### src/rtl/i2c_master_cond.sv
module i2c_master_cond #(
  parameter int CW = 8
) (
  input  logic       clk,
  input  logic       rst_n,
  input  logic       cfg_we,
  input  logic       cfg_busy,
  input  logic       cfg_ctl,
  input  logic [3:0] cfg_div,
  input  logic       cfg_sync,
  input  logic       sda_in,
  input  logic       scl_in,
  output logic       sda_oe,
  output logic       scl_oe,
  output logic       bus_busy,
  output logic       cmd_done
);
  typedef enum logic [2:0] {IDLE, START, HELD, RS_LO, RS_HI, STOP} st_t;

  st_t           st;
  logic [3:0]    div_sel, div_now;
  logic [CW-1:0] cnt, base, half_now;
  logic          cmd_ok;

  assign div_now  = cfg_we ? cfg_div : div_sel;
  assign half_now = div_now[3] ? (base << 1) : base;
  assign cmd_ok   = cfg_we && !cfg_ctl && !cfg_sync;

  always_comb begin
    case (div_now[2:0])
      3'd0:    base = CW'(14);
      3'd1:    base = CW'(20);
      3'd2:    base = CW'(24);
      3'd3:    base = CW'(32);
      3'd4:    base = CW'(40);
      3'd5:    base = CW'(50);
      3'd6:    base = CW'(56);
      default: base = CW'(64);
    endcase
  end

  always_ff @(posedge clk or negedge rst_n) begin
    if (!rst_n) begin
      st       <= IDLE;
      cnt      <= '0;
      div_sel  <= '0;
      cmd_done <= 1'b0;
    end else begin
      cmd_done <= 1'b0;
      if (cfg_we) div_sel <= cfg_div;
      case (st)
        IDLE: if (cmd_ok && cfg_busy) begin
          st  <= START;
          cnt <= half_now - CW'(1);
        end
        HELD: if (cmd_ok) begin
          st  <= cfg_busy ? RS_LO : STOP;
          cnt <= half_now - CW'(1);
        end
        default: begin
          if (cnt == '0) begin
            cnt      <= half_now - CW'(1);
            cmd_done <= (st == START) || (st == STOP);
            case (st)
              START:   st <= HELD;
              RS_LO:   st <= RS_HI;
              RS_HI:   st <= START;
              default: st <= IDLE;
            endcase
          end else begin
            cnt <= cnt - CW'(1);
          end
        end
      endcase
    end
  end

  assign sda_oe = (st == START) || (st == HELD) || (st == STOP);
  assign scl_oe = (st == HELD) || (st == RS_LO);

  logic sda_s1, sda_s2, sda_q, scl_s1, scl_s2;

  always_ff @(posedge clk or negedge rst_n) begin
    if (!rst_n) begin
      {sda_s1, sda_s2, sda_q, scl_s1, scl_s2} <= 5'b11111;
      bus_busy <= 1'b0;
    end else begin
      sda_s1 <= sda_in;
      sda_s2 <= sda_s1;
      sda_q  <= sda_s2;
      scl_s1 <= scl_in;
      scl_s2 <= scl_s1;
      if (cfg_sync)                          bus_busy <= 1'b0;
      else if (scl_s2 && sda_q && !sda_s2)   bus_busy <= 1'b1;
      else if (scl_s2 && !sda_q && sda_s2)   bus_busy <= 1'b0;
    end
  end


  scl_after_sda_chk: assert property (@(posedge clk) disable iff (!rst_n)
    $rose(scl_oe) |-> sda_oe);

  done_pulse_chk: assert property (@(posedge clk) disable iff (!rst_n)
    cmd_done |=> !cmd_done);

  stop_order_chk: assert property (@(posedge clk) disable iff (!rst_n)
    ($fell(sda_oe) && !scl_oe) |-> $past(!scl_oe));

  select_only_chk: assert property (@(posedge clk) disable iff (!rst_n)
    (cfg_we && cfg_ctl && (st == IDLE || st == HELD)) |=> ($stable(sda_oe) && $stable(scl_oe) && !cmd_done));

  sync_fmt_chk: assert property (@(posedge clk) disable iff (!rst_n)
    cfg_sync |=> !bus_busy);
endmodule

### config.mk
export PLATFORM = sky130hd
export DESIGN_NAME = i2c_master_cond
export DESIGN_NICKNAME = d
export VERILOG_FILES = /design/src/rtl/i2c_master_cond.sv
export SDC_FILE = /design/constraint.sdc
export NUM_CORES = 1
export LEC_CHECK = 0
export BUFFER_PORTS_ARGS = -buffer_cell sky130_fd_sc_hd__buf_2
export CORE_AREA = 5 5 66 79
export CTS_BUF_LIST = sky130_fd_sc_hd__clkbuf_16
export DETAILED_ROUTE_END_ITERATION = 8
export DIE_AREA = 0 0 71 84
export SYNTH_ARGS = -nofsm -noshare
export SYNTH_HDL_FRONTEND = slang
export SYNTH_SLANG_ARGS = --single-unit
export TNS_END_PERCENT = 100
### constraint.sdc
create_clock -name clk -period 5.1 [get_ports clk]
set_clock_uncertainty 0.05 [all_clocks]
set_input_delay 0 -clock clk [delete_from_list [all_inputs] [get_ports clk]]
set_output_delay 0 -clock clk [all_outputs]
set_load 0.005 [all_outputs]
Word level (Yosys, flattened, before mapping)
Cells that the tools add are included.
Operators by class
  reduce and logical (&&, ||, !) cells: 23
  equality and inequality tests: 13
  add/sub/neg operators: 2
  muxes and demuxes: 18
Operator list (count)
  one-hot mux 7 bit (7 select lines): 1
  2-to-1 mux 8 bit: 4
  one-hot mux 8 bit (2 select lines): 1
  subtractor 8 x 1 -> 8 bit (second input constant): 2
  equality test 3 bit (second input constant): 5
  equality test 3 x 2 -> 1 bit (second input constant): 4
  2-to-1 mux 3 bit: 4
  one-hot mux 3 bit (3 select lines): 1
  zero test 8 bit: 1
  logical AND 1 bit: 7
  equality test 3 x 1 -> 1 bit (second input constant): 2
  zero test 3 bit: 2
  one-hot mux 3 bit (2 select lines): 1
  nonzero test 3 bit: 2
  2-to-1 mux 1 bit: 5
  zero test 1 bit: 4
  logical OR 1 bit: 4
  2-to-1 mux 4 bit: 1
  != test 2 bit (second input constant): 2
  AND reduction 3 bit: 1
  AND reduction 2 bit: 1
  OR reduction 2 bit: 1
Word-level totals
  logic and storage cells: 66
  output and inout bits: 4
  bits in registers: 22
  input port bits: 12

Logic depth before layout (Yosys ltp)
  depth after elaboration: 7
  gate-level depth with buffers: 13
  depth with buffers taken out: 11

Least setup slack after synthesis
OpenSTA, ideal clock, no wires.
  path type: input to register
  from: input cfg_we
  to: register cnt[7]
  slack: 2.398 ns
  setup time: 0.138 ns
  data required time: 4.912 ns
  buffers on the path: 2
  data arrival time: 2.513 ns
  cell stages on the path: 11
  cells stage by stage: clkbuf_1 > mux2i_1 > inv_1 > ha_1 > clkbuf_1 > a32oi_1 > ha_1 > nor3b_1 > mux2_2 > a21oi_1 > o221ai_1
Between the ends
  longest elaborated chain between the ends: 7
  elaborated cells on any way between the ends: 21
  classes of those cells: 1 x add/sub; 8 x eq/ne; 7 x mux; 5 x reduce/logical
Ends and longest elaborated chain
  from (decl): line 6  | input logic cfg_we,
  2-to-1 mux 4 bit (*)
  via div_now[0]: line 21  | logic [3:0] div_sel, div_now;
  equality test 3 bit (tied with other cells): line 30  | case (div_now[2:0])
  one-hot mux 7 bit (7 select lines) (*): line 30
  2-to-1 mux 8 bit (*): line 26  | assign half_now = div_now[3] ? (base << 1) : base;
  subtractor 8 x 1 -> 8 bit (*): line 54, 58, 62
  2-to-1 mux 8 bit (on tied branches): line 61, 52, 56
  one-hot mux 8 bit (2 select lines) (*): line 51  | case (st)
  to (signal assigned): line 54  | cnt <= half_now - CW'(1);
  to (signal assigned): line 58  | cnt <= half_now - CW'(1);
  to (signal assigned): line 62  | cnt <= half_now - CW'(1);
  to (decl): line 22  | logic [CW-1:0] cnt, base, half_now;
Mark *: on every way through the listed nets, which the timed path passes. The rest lies on a longest branch. The select of a mux whose other input is x is not followed.
A chain may end at the register's enable or synchronous reset.

Worst setup path in the final report
  from: register div_sel[0]
  to: register cnt[7]
Between the ends
  longest elaborated chain between the ends: 7
  elaborated cells on any way between the ends: 15
  classes of those cells: 1 x add/sub; 6 x eq/ne; 7 x mux; 1 x reduce/logical
Ends and longest elaborated chain
  from (decl): line 21
  from (signal assigned): line 50  | if (cfg_we) div_sel <= cfg_div;
  2-to-1 mux 4 bit (*)
  via div_now[0]: line 21
  equality test 3 bit (tied with other cells): line 30
  one-hot mux 7 bit (7 select lines) (*): line 30
  2-to-1 mux 8 bit (*): line 26
  subtractor 8 x 1 -> 8 bit (*): line 54, 58, 62
  2-to-1 mux 8 bit (on tied branches): line 61, 52, 56
  one-hot mux 8 bit (2 select lines) (*): line 51
Marks and branches as above.

==> metrics.csv <==
metric,value,unit
dominant cells by area after synthesis,"dfrtp_1 30%, dfstp_2 9.2%, ha_1 6.1%, mux2i_1 5.6%, nor2_1 4.7%",
CP Max Fanout,9,
final-stage net count,194,
Post-CTS Setup Bufs,0,
wire per inst,13.3,um
# Max-Cap Violations,0,
routed wire length,3090,um
R2R setup slack,2110,ps
largest net degree at the start of global routing,23,
number of flops mapped to enable cells by yosys,0,
Required @ worst endpoint,5180,ps
Multi-input gate area,811,sq um
die width,71,um
end point of the critical path,cnt[7]$_DFFE_PN0P_,
kind of end point of the critical path,flop,
initial antenna violation count,0,
vias in the first global route,1217,
routed vias,1215,
CP Launch Type,flop,
ant diodes,0,
biggest area consumer among synthesized cells,dfrtp_1,
Slew Limit Fails,0,
met3 Usage GRT,1.93,%
crit path time final,2990,ps
register area share after synthesis,39.1,%
NetSw,0.115,mW
first-pass GRT wire length,5360,um
met1 GRT Util,13.0,%
CTS tree,done,
max frequency,335,MHz
die area,5960,sq um
Tot GR Track Use,10.9,%
CTS Sinks,22,
worst r2r dst,cnt[7]$_DFFE_PN0P_,
Worst Tran Pin Value,736,ps
unrepaired setup endpoints after global routing,false,
Synth Area per Inst,9.08,sq um
Seq. cell area,557,sq um
"IR drop worst, VDD",141,uV
CTS Buffer Depth,2,
Flop pwr share,38.5,%
Top Usage Layer GRT,met2,
drt drc,0,
cell row count,27,
syn_nets,176,
number of synthesized register bits,22,
Cells after Synth,157,
Hold WC Path Type,primary input to flop,
critical path class,flop to flop,
Initial DRT Pass Iterations,4,
HP Start,cfg_busy,
Final Cell Area,1690,sq um
H-tree depth,1,
Yosys cell types,46,
synthesized area,1430,sq um
fraction of registers with async set/reset,100,%
Fin Hold WS,17.1,ps
I/O Pins,16,
Iteration-0 DRC Markers,38,
GRT overflow,0,
reg2reg start,div_sel[0]$_DFF_PN0_,
Final Cycle Share,58.5,%
Sw Ratio,23.5,%
Final setup viols,0,
top post-synthesis cells by count,"18 x nor2_1, 17 x dfrtp_1, 16 x nand2_1",
Initial Util,32.0,%
status,completed,
Yosys top cell area share,29.9,%
ys flop type,dfrtp_1,
Power Density,289,nW/um^2
CTS buffer count,3,
leakage,0.690,nW
Fin. Hold Viols,0,
Final ANT Viol Nets,0,
root buffer cell,clkbuf_16,
Internal,0.374,mW
area of the core,4460,sq um
CP Launch Point,div_sel[0]$_DFF_PN0_,
worst-skew pair later-pin latency,260,ps
Placed Cells,224,
PortBufs,15,
clk slew on worst S/H paths,60,ps
Area Overhead vs Synth,18.9,%
Die H,84,um
Placer Congestion,0.830,
hpwl dp,2340,um
PostCTS Resize Cnt,0,
Critical Path AT,3060,ps
R2R depth,11,
final cell count without fillers,232,
# fillers,455,
Slew HR,49.5,%
most common cell in the synthesized netlist,nor2_1,
Comb pwr share,16.8,%
synth warn,0,
Final TNS setup,0,ps
post-place instance area,1550,sq um
routing usage on met2,19.0,%
layout cell share with drive strength beyond 1,19.0,%
Clk network pwr share,44.7,%
via-per-instance ratio,5.24,
[metal layers]
| metal | share of wire [%] | vias to the layer above |
|---|---|---|
| met5 | 0 | - |
| met4 | 2.2 | 0 |
| met3 | 4.1 | 6 |
| met1 | 43 | 570 |
| li1 | - | 610 |
| met2 | 51 | 29 |
[worst max-delay path, cell delays in order (launching register included)]
cell and delay (ps):
dfrtp_1 380, mux2i_1 530, inv_1 200, ha_1 350
nand2_1 100, a21oi_1 90, inv_1 70, ha_1 160
nor3b_1 320, mux2_2 380, a21oi_1 120, o221ai_1 110
[cells by family (layout without fill, tap and decap cells)]
kind of cell	Yosys count	count (layout)	synth area share, %
xor gates and xnor gates	1	1	0.615
buffers and inverters	15	32	4.04
AOI/OAI and AO/OA	38	38	19.3
muxes	12	12	9.04
DFF	22	22	39.1
adders and majority gates	7	7	6.15
and+or+nand+nor	62	62	21.8
[metrics by stage]
stage | power (mW) | setup slack [ps] | util [%]
3_5_place_dp | 0.271 | 2100 | 34.7
3_3_place_gp | 0.270 | 2220 | 34.7
6_report | 0.489 | 2110 | 38.0
5_1_grt | 0.514 | 1910 | 38.0
4_1_cts | 0.496 | 2110 | 38.0
2_1_floorplan | 0.248 | 2400 | -
[flip-flops by register name (all words and copies together), names as in the netlist]
register	cells
st	3
div_sel	4
sda_s1	1
sda_q	1
cnt	8
bus_busy	1
scl_s2	1
sda_s2	1
scl_s1	1
cmd_done	1
[layout make-up]
type                    instances  area share (%)
clock buffers                   3            4.43
well taps                      58            4.28
repair buffers                 19            6.79
inverters                       9            1.99
flip-flops and latches         22            32.9
multi-input cells             120            47.9
clock inverters                 1            1.77
[power by group through the flow]
stage                     clock, mW  combinational (mW)  sequential, mW
after CTS                     0.225              0.0827           0.188
after global placement            0              0.0790           0.191
final                         0.219              0.0820           0.188
after global routing          0.232              0.0927           0.189
after floorplan                   0              0.0582           0.190
after detailed placement          0              0.0802           0.191
[repair_timing]
item	CTS	global route
hold endpoints to repair	20	0
hold buffers	4	0
endpoints found under the setup margin	0	0
[worst min path at each step]
| stage | end | slack, ps | cells past startpoint |
|---|---|---|---|
| final | st[2]$_DFFE_PN0P_ | 20 | 3 |
| after global routing | st[2]$_DFFE_PN0P_ | 30 | 3 |
| after CTS | st[2]$_DFFE_PN0P_ | 20 | 3 |
| after detailed placement | div_sel[3]$_DFF_PN0_ | -50 | 1 |
| after global placement | div_sel[1]$_DFF_PN0_ | -50 | 1 |
| after floorplan | bus_busy$_DFFE_PN0P_ | -350 | 0 |
[placed cells by master, fill, tap and decap left out, types with 3 or more instances in the layout]
cell type | netlist | final
buf_2 | 1 | 15
nand2b_1 | 4 | 4
dfstp_2 | 5 | 5
inv_1 | 8 | 8
nand2_1 | 16 | 16
dfrtp_1 | 17 | 17
a21oi_1 | 7 | 7
mux2i_1 | 8 | 8
clkbuf_16 | 0 | 3
or3_1 | 5 | 5
nor3_1 | 5 | 5
mux2_2 | 3 | 3
dlygate4sd3_1 | 0 | 4
nor2_1 | 18 | 18
o21ai_0 | 7 | 7
o211ai_1 | 3 | 3
ha_1 | 7 | 7
Note: power is estimated with default switching activity, not from simulation.
